[src/rtl/sdac_pkg.sv]
`timescale 1ns/1ps
package sdac_pkg;

  typedef enum logic [2:0] {
    ST_IDLE,
    ST_SETUP,
    ST_SCK_LO,
    ST_SCK_HI,
    ST_POST,
    ST_CLR
  } wr_state_e;

  // Nanoseconds to whole system cycles, rounded up, never below one.
  function automatic int ns_to_cyc(input longint ns, input longint hz);
    longint c;
    c = (ns * hz + 64'd999_999_999) / 64'd1_000_000_000;
    if (c < 1) c = 1;
    return int'(c);
  endfunction

  function automatic int imax(input int a, input int b);
    return (a > b) ? a : b;
  endfunction

endpackage

[src/rtl/sdac_phase_timer.sv]
`timescale 1ns/1ps
module sdac_phase_timer #(
  parameter int CW = 4
) (
  input  logic          clk,
  input  logic          rst,
  input  logic          load,
  input  logic [CW-1:0] load_val,
  output logic [CW-1:0] count,
  output logic          expired
);

  always_ff @(posedge clk) begin
    if (rst) begin
      count <= '0;
    end else if (load) begin
      count <= load_val;
    end else if (count != '0) begin
      count <= count - CW'(1);
    end
  end

  assign expired = (count == '0);

endmodule

[src/rtl/sdac_shift_out.sv]
`timescale 1ns/1ps
module sdac_shift_out #(
  parameter int W = 16
) (
  input  logic         clk,
  input  logic         rst,
  input  logic         load,
  input  logic         shift,
  input  logic [W-1:0] din,
  output logic         msb
);

  logic [W-1:0] sr_q;

  always_ff @(posedge clk) begin
    if (rst) begin
      sr_q <= '0;
    end else if (load) begin
      sr_q <= din;
    end else if (shift) begin
      sr_q <= {sr_q[W-2:0], 1'b0};
    end
  end

  assign msb = sr_q[W-1];

endmodule

[src/rtl/sdac_wr_ctrl.sv]
`timescale 1ns/1ps
module sdac_wr_ctrl
  import sdac_pkg::*;
#(
  parameter int CLK_HZ         = 100_000_000,
  parameter int WORD_W         = 16,
  parameter int T_SCLK_HI_NS   = 60,
  parameter int T_SCLK_LO_NS   = 60,
  parameter int T_SCLK_PER_NS  = 140,
  parameter int T_SYNC_SU_NS   = 50,
  parameter int T_SYNC_HD_NS   = 40,
  parameter int T_SYNC_GAP_NS  = 50,
  parameter int T_DATA_SU_NS   = 40,
  parameter int T_DATA_HD_NS   = 15,
  parameter int T_LDAC_DLY_NS  = 5,
  parameter int T_LDAC_W_NS    = 50,
  parameter int T_LDAC_REC_NS  = 5,
  parameter int T_CLR_W_NS     = 50
) (
  input  logic              clk,
  input  logic              rst,
  input  logic              s_valid,
  input  logic [WORD_W-1:0] s_data,
  output logic              s_ready,
  input  logic              ldac_hold_low,
  input  logic              clr_req,
  output logic              dac_sync_n,
  output logic              dac_sclk,
  output logic              dac_sdin,
  output logic              dac_ldac_n,
  output logic              dac_clr_n
);

  // Phase lengths in system cycles.
  localparam longint HZ = longint'(CLK_HZ);
  localparam int C_HI    = imax(ns_to_cyc(T_SCLK_HI_NS, HZ), ns_to_cyc(T_DATA_SU_NS, HZ));
  localparam int C_LO    = imax(imax(ns_to_cyc(T_SCLK_LO_NS, HZ), ns_to_cyc(T_DATA_HD_NS, HZ)),
                                ns_to_cyc(T_SCLK_PER_NS, HZ) - C_HI);
  localparam int C_SETUP = imax(ns_to_cyc(T_SYNC_SU_NS, HZ), ns_to_cyc(T_DATA_SU_NS, HZ));
  localparam int C_LAST  = imax(C_LO, ns_to_cyc(T_SYNC_HD_NS, HZ));
  localparam int C_GAP   = ns_to_cyc(T_SYNC_GAP_NS, HZ);
  localparam int C_LDD   = ns_to_cyc(T_LDAC_DLY_NS, HZ);
  localparam int C_LDW   = ns_to_cyc(T_LDAC_W_NS, HZ);
  localparam int C_LDR   = ns_to_cyc(T_LDAC_REC_NS, HZ);
  localparam int C_CLR   = ns_to_cyc(T_CLR_W_NS, HZ);
  localparam int C_POST_PULSE = imax(C_GAP, C_LDD + C_LDW + C_LDR);
  localparam int C_POST_HOLD  = C_GAP;

  localparam int CNT_MAX = imax(imax(imax(C_HI, C_LO), imax(C_SETUP, C_LAST)),
                                imax(C_POST_PULSE, C_CLR));
  localparam int CW = $clog2(CNT_MAX + 1);
  localparam int BW = $clog2(WORD_W);

  // The post phase counts down; the update pulse covers these count values.
  localparam int LD_HI_I = C_POST_PULSE - 1 - C_LDD;
  localparam int LD_LO_I = C_POST_PULSE - C_LDD - C_LDW;
  localparam logic [CW-1:0] LD_HI = CW'(LD_HI_I);
  localparam logic [CW-1:0] LD_LO = CW'(LD_LO_I);

  wr_state_e       state_q, state_d;
  logic [CW-1:0]   tmr_cnt, tmr_val, post_cnt_d, post_len_m1, lo_len_m1;
  logic            tmr_load, tmr_zero;
  logic            sh_load, sh_shift;
  logic [BW-1:0]   bit_q, bit_d;
  logic            last_bit;
  logic            sync_q, sync_d, sclk_q, sclk_d, clr_q, clr_d;
  logic            rdy_q, rdy_d, ldac_q, ldac_d, pend_q, pend_d;

  sdac_phase_timer #(.CW(CW)) u_timer (
    .clk      (clk),
    .rst      (rst),
    .load     (tmr_load),
    .load_val (tmr_val),
    .count    (tmr_cnt),
    .expired  (tmr_zero)
  );

  sdac_shift_out #(.W(WORD_W)) u_shift (
    .clk   (clk),
    .rst   (rst),
    .load  (sh_load),
    .shift (sh_shift),
    .din   (s_data),
    .msb   (dac_sdin)
  );

  assign last_bit    = (bit_q == BW'(WORD_W - 1));
  assign post_len_m1 = ldac_hold_low ? CW'(C_POST_HOLD - 1) : CW'(C_POST_PULSE - 1);
  assign lo_len_m1   = last_bit ? CW'(C_LAST - 1) : CW'(C_LO - 1);

  always_comb begin
    state_d  = state_q;
    tmr_load = 1'b0;
    tmr_val  = '0;
    sh_load  = 1'b0;
    sh_shift = 1'b0;
    bit_d    = bit_q;
    sync_d   = sync_q;
    sclk_d   = sclk_q;
    clr_d    = clr_q;
    rdy_d    = rdy_q;
    pend_d   = pend_q | clr_req;

    unique case (state_q)
      ST_IDLE: begin
        rdy_d = 1'b1;
        if (s_valid && rdy_q) begin
          state_d  = ST_SETUP;
          sh_load  = 1'b1;
          sync_d   = 1'b0;
          sclk_d   = 1'b1;
          rdy_d    = 1'b0;
          bit_d    = '0;
          tmr_load = 1'b1;
          tmr_val  = CW'(C_SETUP - 1);
        end else if (pend_d) begin
          state_d  = ST_CLR;
          clr_d    = 1'b0;
          rdy_d    = 1'b0;
          pend_d   = 1'b0;
          tmr_load = 1'b1;
          tmr_val  = CW'(C_CLR - 1);
        end
      end
      ST_SETUP: begin
        if (tmr_zero) begin
          state_d  = ST_SCK_LO;
          sclk_d   = 1'b0;
          tmr_load = 1'b1;
          tmr_val  = lo_len_m1;
        end
      end
      ST_SCK_LO: begin
        if (tmr_zero) begin
          sclk_d   = 1'b1;
          tmr_load = 1'b1;
          if (last_bit) begin
            state_d = ST_POST;
            sync_d  = 1'b1;
            tmr_val = post_len_m1;
          end else begin
            state_d  = ST_SCK_HI;
            sh_shift = 1'b1;
            bit_d    = bit_q + BW'(1);
            tmr_val  = CW'(C_HI - 1);
          end
        end
      end
      ST_SCK_HI: begin
        if (tmr_zero) begin
          state_d  = ST_SCK_LO;
          sclk_d   = 1'b0;
          tmr_load = 1'b1;
          tmr_val  = lo_len_m1;
        end
      end
      ST_POST: begin
        if (tmr_zero) begin
          if (pend_d) begin
            state_d  = ST_CLR;
            clr_d    = 1'b0;
            pend_d   = 1'b0;
            tmr_load = 1'b1;
            tmr_val  = CW'(C_CLR - 1);
          end else begin
            state_d = ST_IDLE;
            rdy_d   = 1'b1;
          end
        end
      end
      ST_CLR: begin
        pend_d = 1'b0;
        if (tmr_zero) begin
          state_d = ST_IDLE;
          clr_d   = 1'b1;
          rdy_d   = 1'b1;
        end
      end
      default: state_d = ST_IDLE;
    endcase
  end

  // Update strobe follows the post-phase count it will see next cycle.
  always_comb begin
    post_cnt_d = tmr_load ? tmr_val : (tmr_cnt - CW'(1));
    if (ldac_hold_low) begin
      ldac_d = 1'b0;
    end else begin
      ldac_d = !((state_d == ST_POST) && (post_cnt_d >= LD_LO) && (post_cnt_d <= LD_HI));
    end
  end

  always_ff @(posedge clk) begin
    if (rst) begin
      state_q <= ST_IDLE;
      bit_q   <= '0;
      sync_q  <= 1'b1;
      sclk_q  <= 1'b1;
      clr_q   <= 1'b1;
      rdy_q   <= 1'b0;
      ldac_q  <= 1'b1;
      pend_q  <= 1'b0;
    end else begin
      state_q <= state_d;
      bit_q   <= bit_d;
      sync_q  <= sync_d;
      sclk_q  <= sclk_d;
      clr_q   <= clr_d;
      rdy_q   <= rdy_d;
      ldac_q  <= ldac_d;
      pend_q  <= pend_d;
    end
  end

  assign s_ready    = rdy_q;
  assign dac_sync_n = sync_q;
  assign dac_sclk   = sclk_q;
  assign dac_ldac_n = ldac_q;
  assign dac_clr_n  = clr_q;

endmodule

[config.mk]
export PLATFORM = sky130hd
export DESIGN_NAME = sdac_wr_ctrl
export DESIGN_NICKNAME = d
export VERILOG_FILES = /design/src/rtl/sdac_pkg.sv /design/src/rtl/sdac_phase_timer.sv /design/src/rtl/sdac_shift_out.sv /design/src/rtl/sdac_wr_ctrl.sv
export SDC_FILE = /design/constraint.sdc
export NUM_CORES = 1
export LEC_CHECK = 0
export ABC_AREA = 1
export BUFFER_PORTS_ARGS = -buffer_cell sky130_fd_sc_hd__buf_2
export CORE_MARGIN = 5
export CORE_UTILIZATION = 45
export DETAILED_ROUTE_END_ITERATION = 12
export PLACE_DENSITY_LB_ADDON = 0.08
export SLEW_MARGIN = 20
export SYNTH_ARGS = -nofsm -noshare
export SYNTH_HDL_FRONTEND = slang
export SYNTH_SLANG_ARGS = --single-unit
[constraint.sdc]
create_clock -name clk -period 1.8 [get_ports clk]
set_input_delay 0.09 -clock clk [delete_from_list [all_inputs] [get_ports clk]]
set_output_delay 0.09 -clock clk [all_outputs]
set_load 0.03 [all_outputs]
**Yosys cells after proc, flatten, opt, wreduce, memory -nomap -nowiden**

Index checks and enable logic that the tools add are counted.

- Register bits: 33
- Bits of input ports: 21
- Output and inout port bits: 6
- Word-level logic and storage cells: 107

- Add/subtract/negate cells: 2
- Order comparisons: 2
- Equality and inequality tests: 16
- Mux-type cells: 57
- Bitwise logic cells: 1
- Reduce and logical (&&, ||, !) cells: 19

Operators by type and width:

| operator | count |
|---|---|
| 2-to-1 mux 3 bit | 12 |
| 2-to-1 mux 16 bit | 2 |
| 2-to-1 mux 4 bit | 7 |
| 2-to-1 mux 1 bit | 25 |
| AND reduction 4 bit | 5 |
| != test 2 bit (second input constant) | 8 |
| case mux 4 bit (4 select lines) | 1 |
| case mux 1 bit (3 select lines) | 5 |
| case mux 3 bit (5 select lines) | 1 |
| == test 3 bit (second input constant) | 3 |
| case mux 4 bit (2 select lines) | 1 |
| == test 3 x 2 -> 1 bit (second input constant) | 2 |
| nonzero test 2 bit | 3 |
| nonzero test 3 bit | 2 |
| adder 4 x 1 -> 4 bit (second input constant) | 1 |
| == test 4 bit (second input constant) | 1 |
| >= comparator 4 x 1 -> 1 bit (second input constant) | 1 |
| less-or-equal comparator 4 x 3 -> 1 bit (second input constant) | 1 |
| zero test 4 bit | 1 |
| 2-to-1 mux 2 bit | 2 |
| nonzero test 4 bit | 1 |
| subtractor 4 x 1 -> 4 bit (second input constant) | 1 |
| == test 3 x 1 -> 1 bit (second input constant) | 1 |
| logical AND 1 bit | 3 |
| 7 further kinds | 7 |

**Longest topological paths before layout**

- Word-level depth: 10
- Depth in mapped cells: 13
- Gate-level depth less buffers: 13

**By module**

From an unflattened synthesis, not the netlist that was laid out.

- Cells, all modules: 293
- Area, all modules: 1944.4 µm²

Modules (own cells, without submodules):

| module | instances | cells each | area an instance (µm²) | seq. area each (µm²) |
|---|---|---|---|---|
| sdac_wr_ctrl | 1 | 132 | 897.1 | 260.2 |
| sdac_shift_out | 1 | 121 | 799.5 | 320.3 |
| sdac_phase_timer | 1 | 40 | 247.7 | 80.1 |

**Least setup slack after synthesis**

Ideal clock, no wire load.

- Path kind: register -> register
- Start point: reg bit_q[0]
- End point: reg ldac_q (netlist: dac_ldac_n)
- Setup time: 0.119 ns
- Arrival: 1.455 ns
- Required time: 1.681 ns
- Slack: 0.226 ns
- Cell stages (with the launch flop): 12
- Path buffers: 0
- Period minus slack after synthesis: 1.574 ns
- Path through: dfxtp_1 ha_1 nand3_1 nand3_1 nor2_8 nor2_1 nand2_1 nand2_1 nand3_1 nand3_1 nand2_1 nand2_1

- Word-level cells in the longest chain between the ends: 10
- Elaborated cells between the ends (all ways): 15
- Classes of those cells: 2 x order compare; 2 x eq/ne; 8 x mux; 3 x reduce/logical

Ends and longest elaborated chain:

| element | RTL line | source |
|---|---|---|
| start, declared | sdac_wr_ctrl.sv:64 | `logic [BW-1:0] bit_q, bit_d;` |
| start signal, assigned | sdac_wr_ctrl.sv:205 | `bit_q <= bit_d;` |
| == test 4 bit * | sdac_wr_ctrl.sv:87 | `assign last_bit = (bit_q == BW'(WORD_W - 1));` |
| 2-to-1 mux 2 bit | sdac_wr_ctrl.sv:137 | `if (last_bit) begin` |
| 2-to-1 mux 3 bit | sdac_wr_ctrl.sv:134 | `if (tmr_zero) begin` |
| case mux 4 bit (4 select lines) | sdac_wr_ctrl.sv:104 | `unique case (state_q)` |
| 2-to-1 mux 4 bit | sdac_wr_ctrl.sv:185 | `post_cnt_d = tmr_load ? tmr_val : (tmr_cnt - CW'(1));` |
| >= comparator 4 x 1 -> 1 bit | sdac_wr_ctrl.sv:189 | `ldac_d = !((state_d == ST_POST) && (post_cnt_d >= LD_LO) && (post_cnt_d <= LD_HI));` |
| logical AND 1 bit | sdac_wr_ctrl.sv:189 |  |
| logical AND 1 bit * | sdac_wr_ctrl.sv:189 |  |
| zero test 1 bit * | sdac_wr_ctrl.sv:189 |  |
| 2-to-1 mux 1 bit * | sdac_wr_ctrl.sv:186 | `if (ldac_hold_low) begin` |
| end signal, assigned | sdac_wr_ctrl.sv:210 | `ldac_q <= ldac_d;` |
| end, declared | sdac_wr_ctrl.sv:67 | `logic rdy_q, rdy_d, ldac_q, ldac_d, pend_q, pend_d;` |

Every way passes the cells marked *; elsewhere a longest branch is shown, timed or not.
A chain may end at the register's enable or synchronous reset.

**Worst setup path after layout**

- Start point: reg u_timer.count[0]
- End point: reg ldac_q (netlist: dac_ldac_n)

- Word-level cells in the longest chain between the ends: 9
- Elaborated cells between the ends (all ways): 22
- Classes of those cells: 1 x add/sub; 2 x order compare; 1 x eq/ne; 14 x mux; 4 x reduce/logical

Ends and longest elaborated chain:

| element | RTL line | source |
|---|---|---|
| start, declared | sdac_phase_timer.sv:9 | `output logic [CW-1:0] count,` |
| start signal, assigned | sdac_phase_timer.sv:17 | `count <= load_val;` |
| start signal, assigned | sdac_phase_timer.sv:19 | `count <= count - CW'(1);` |
| zero test 4 bit | sdac_phase_timer.sv:23 | `assign expired = (count == '0);` |
| 2-to-1 mux 4 bit, or another cell as far along | sdac_wr_ctrl.sv:158 | `if (tmr_zero) begin` |
| case mux 4 bit (4 select lines) or case mux 1 bit (3 select lines) (tied branches) | sdac_wr_ctrl.sv:104 |  |
| 2-to-1 mux 4 bit | sdac_wr_ctrl.sv:185 |  |
| >= comparator 4 x 1 -> 1 bit | sdac_wr_ctrl.sv:189 |  |
| logical AND 1 bit | sdac_wr_ctrl.sv:189 |  |
| logical AND 1 bit * | sdac_wr_ctrl.sv:189 |  |
| zero test 1 bit * | sdac_wr_ctrl.sv:189 |  |
| 2-to-1 mux 1 bit * | sdac_wr_ctrl.sv:186 |  |

Marks and branches as above.

==> results.md <==
* Outcome: complete, no violations
* Top-count cell post-synth: nand2_1
* Reg2Reg Setup Slack at 0.18 ns
* Tmin final at 1.616 ns
* Mean routed wirelength per cell at 12.15 um
* Largest net degree at the start of global routing at 24
* Routed vias/inst at 5.110
* Period utilization at 0.8977
* CTS tree: done
* Worst hold path type: primary input to flop
* Total CTS buffers at 5
* Adder-cell share of the synthesized area at 0.01468
* Diodes inserted at 0
* Clock share of power at 0.225
* Die area at 5118 sq um
* Yosys reg bits at 33
* WHS at 0.04571 ns
* CP Max Fanout at 9
* Area occupied by multi-input gates at approximately 930 sq um
* Drt drc at 0
* Reg clk slew, reported paths at 0.07 ns
* Slew of the pin with the lowest slew margin at 0.3469 ns
* Crit path capture type: flop
* Clock sink count at 33
* Internal at 1871 uW
* Sw power at 1382 uW
* Area Growth Syn to Fin at 19.97%
* Core area at 3661 sq um
* First-pass GRT wire length at 6.561 mm
* Leakage at 0.0008850 uW
* Routed vias at 1584
* Top Ports at 27
* Max-cap violation count at 0
* Hold bufs inserted after CTS at 0
* Comb power frac at 0.466
* Initial antenna violation count at 0
* Total track usage at 0.1602
* Final Slew Violations at 0
* CP Data Required Time at roughly 2 ns
* PD cells at 1591 nW/um^2
* Hold path depth at 3
* Maximum VDD drop at 0.6192 mV
* Post-DP Area at 1889 sq um
* Relative slew slack at 0.7684
* Vias in the first global route at 1476
* Largest family of logic cells by synthesized area: simple AND/OR/NAND/NOR gates
* Rows at 22
* Share of layout cells above drive strength 1 at 0.2595
* Chip Width at slightly above 70 um
* Compound-Gate Fraction of Synth Area at 0.1395
* Antenna-violating nets left at 0
* Post-Synthesis Cells at ~230
* Critical Path Start Type: flop
* Sequential-to-total area share from yosys stat at 0.3877
* Yosys warns at 0
* Layout Nets at 284
* Final HPWL DP at 2.709 mm
* Switching Fraction at 0.4250
* H-tree depth at 2
* Root Driver: clkbuf_8
* Register-to-Register Path Depth at 12
* Yosys top cell by area: dfxtp_1
* Total chip power at between 3000 and 4000 uW
* Max clock buf depth at 2
* Die height at ~72 um
* Final Hold Viols at 0
* Mean Syn Cell Area at 7.507 sq um
* Crit Path Category: flop to flop
* Routability cong. at between 0.8 and 0.9
* Register area at roughly 660 sq um
* Syn nets at 250
* Fmax at 618.9 MHz
* DRT iter0 DRCs at approximately 130
* Yosys top cell area share at 0.3877
* Clock Latency Late Sink at 0.29 ns
* Synth Area in XOR/XNOR at 0.01028
* Seq pwr share at 0.309
* Initial cell density of the core at 0.4655
* Final setup fails at 0
* Netlist cell types at 35
* Cell Area, Synth at 1704 sq um
* CP arrival at 1.79 ns
* Fin area at 2044 sq um
* Wirelength, routed at ~3.8 mm
* Multiplexer area fraction after synthesis at 0
* Remaining Overflow, GRT at 0
* Synth Flop Type: dfxtp_1
* Synth top cells by count: 58 x nand2_1, 33 x dfxtp_1, 25 x nand3_1
* Skew final at between 0.008 and 0.009 ns
* Synth area leaders: dfxtp_1 39%, nand2_1 13%, nand3_1 7.3%, a31oi_1 5.1%, nor2_1 4.0%
* Fraction of registers with async set/reset at 0
* Synth Area in Simple Gates at 0.3730
* Fillers at 378
* Number of flops mapped to enable cells by yosys at 0
* I/O Buffers at 26
* Number of detailed-route iterations in the first pass at 4
-- registers in the layout (all words and copies together), names as in the netlist --
register / flops
u_shift.sr_q: 16
bit_q: 4
u_timer.count: 4
state_q: 3
dac_clr_n: 1
dac_ldac_n: 1
dac_sclk: 1
dac_sync_n: 1
pend_q: 1
s_ready: 1
-- layer usage --
metal	track usage	vias up	part of all wire
met1	0.2089	702	0.47
met4	0.07516	0	0.021
met5	0	-	0
met3	0.04348	8	0.051
li1	-	839	-
met2	0.2449	35	0.46
-- power by group through the flow --
stage	clock [uW]	combinational, uW	sequential (uW)
3_5_place_dp	0	1480	1020
6_report	732	1520	1000
2_1_floorplan	0	1140	1070
5_1_grt	784	1710	1030
3_3_place_gp	0	1490	1020
4_1_cts	752	1490	1000
-- worst paths after layout --
check                                      start              end
worst max-delay path            u_timer.count[0]       dac_ldac_n
worst min-delay path                   s_data[0]  u_shift.sr_q[0]
worst max register to register  u_timer.count[0]       dac_ldac_n
worst min register to register   u_shift.sr_q[0]  u_shift.sr_q[0]
-- metrics by stage --
| step | setup TNS [ns] | cells | util | worst slack (ns) |
|---|---|---|---|---|
| 3_5_place_dp | 0 | 300 | 0.5161 | 0.02323 |
| 5_1_grt | -0.00004619 | 310 | 0.5584 | -0.00004619 |
| 2_1_floorplan | 0 | 227 | - | 0.2258 |
| 6_report | 0 | 310 | 0.5584 | 0.1841 |
| 4_1_cts | 0 | 308 | 0.5489 | 0.01433 |
| 3_3_place_gp | 0 | 300 | 0.5161 | 0.002988 |
-- cell usage in the layout, fill, tap and decap left out, types with 3 or more instances in the layout --
cell type / n
nand2_1: 58
dfxtp_1: 31
buf_2: 26
nand3_1: 23
nor2_1: 18
inv_1: 16
a31oi_1: 14
a21oi_1: 10
buf_4: 8
nand4_1: 6
clkbuf_8: 6
inv_2: 3
nand2_2: 3
nor2_8: 3
nand3_2: 3
o21ai_0: 3
nor2_2: 3
o211ai_1: 3
-- cells by family after synthesis --
family,Yosys count
AO/OA/AOI/OAI,38
XOR/XNOR,2
adder cells (fa/ha/maj),2
buffers and inverters,27
flip-flops,33
AND/OR/NAND/NOR,125
-- final cells by class --
type | instances | area share
Multi-Input combinational cell | 167 | 0.4565
Sequential cell | 33 | 0.3244
Timing Repair Buffer | 34 | 0.09302
Clock buffer | 6 | 0.04039
Inverter | 20 | 0.03794
Tap cell | 48 | 0.02938
Clock inverter | 2 | 0.01836
-- timing repair --
action                     CTS  global route
gates resized for setup      0             6
buffers inserted             0             2
setup endpoints to repair    0             9
-- critical path: stages, from the launching register on --
cell and delay, ns:
dfxtp_2 0.35, inv_1 0.05, ha_2 0.21, nand2_4 0.13, inv_2 0.09, nand2_2 0.13, nand3_4 0.11, nor2_2 0.14
inv_1 0.05, nand3_1 0.06, nand3_1 0.08, nand2_1 0.06, nand2_1 0.04
No activity file was read; power rests on OpenSTA's default activity.
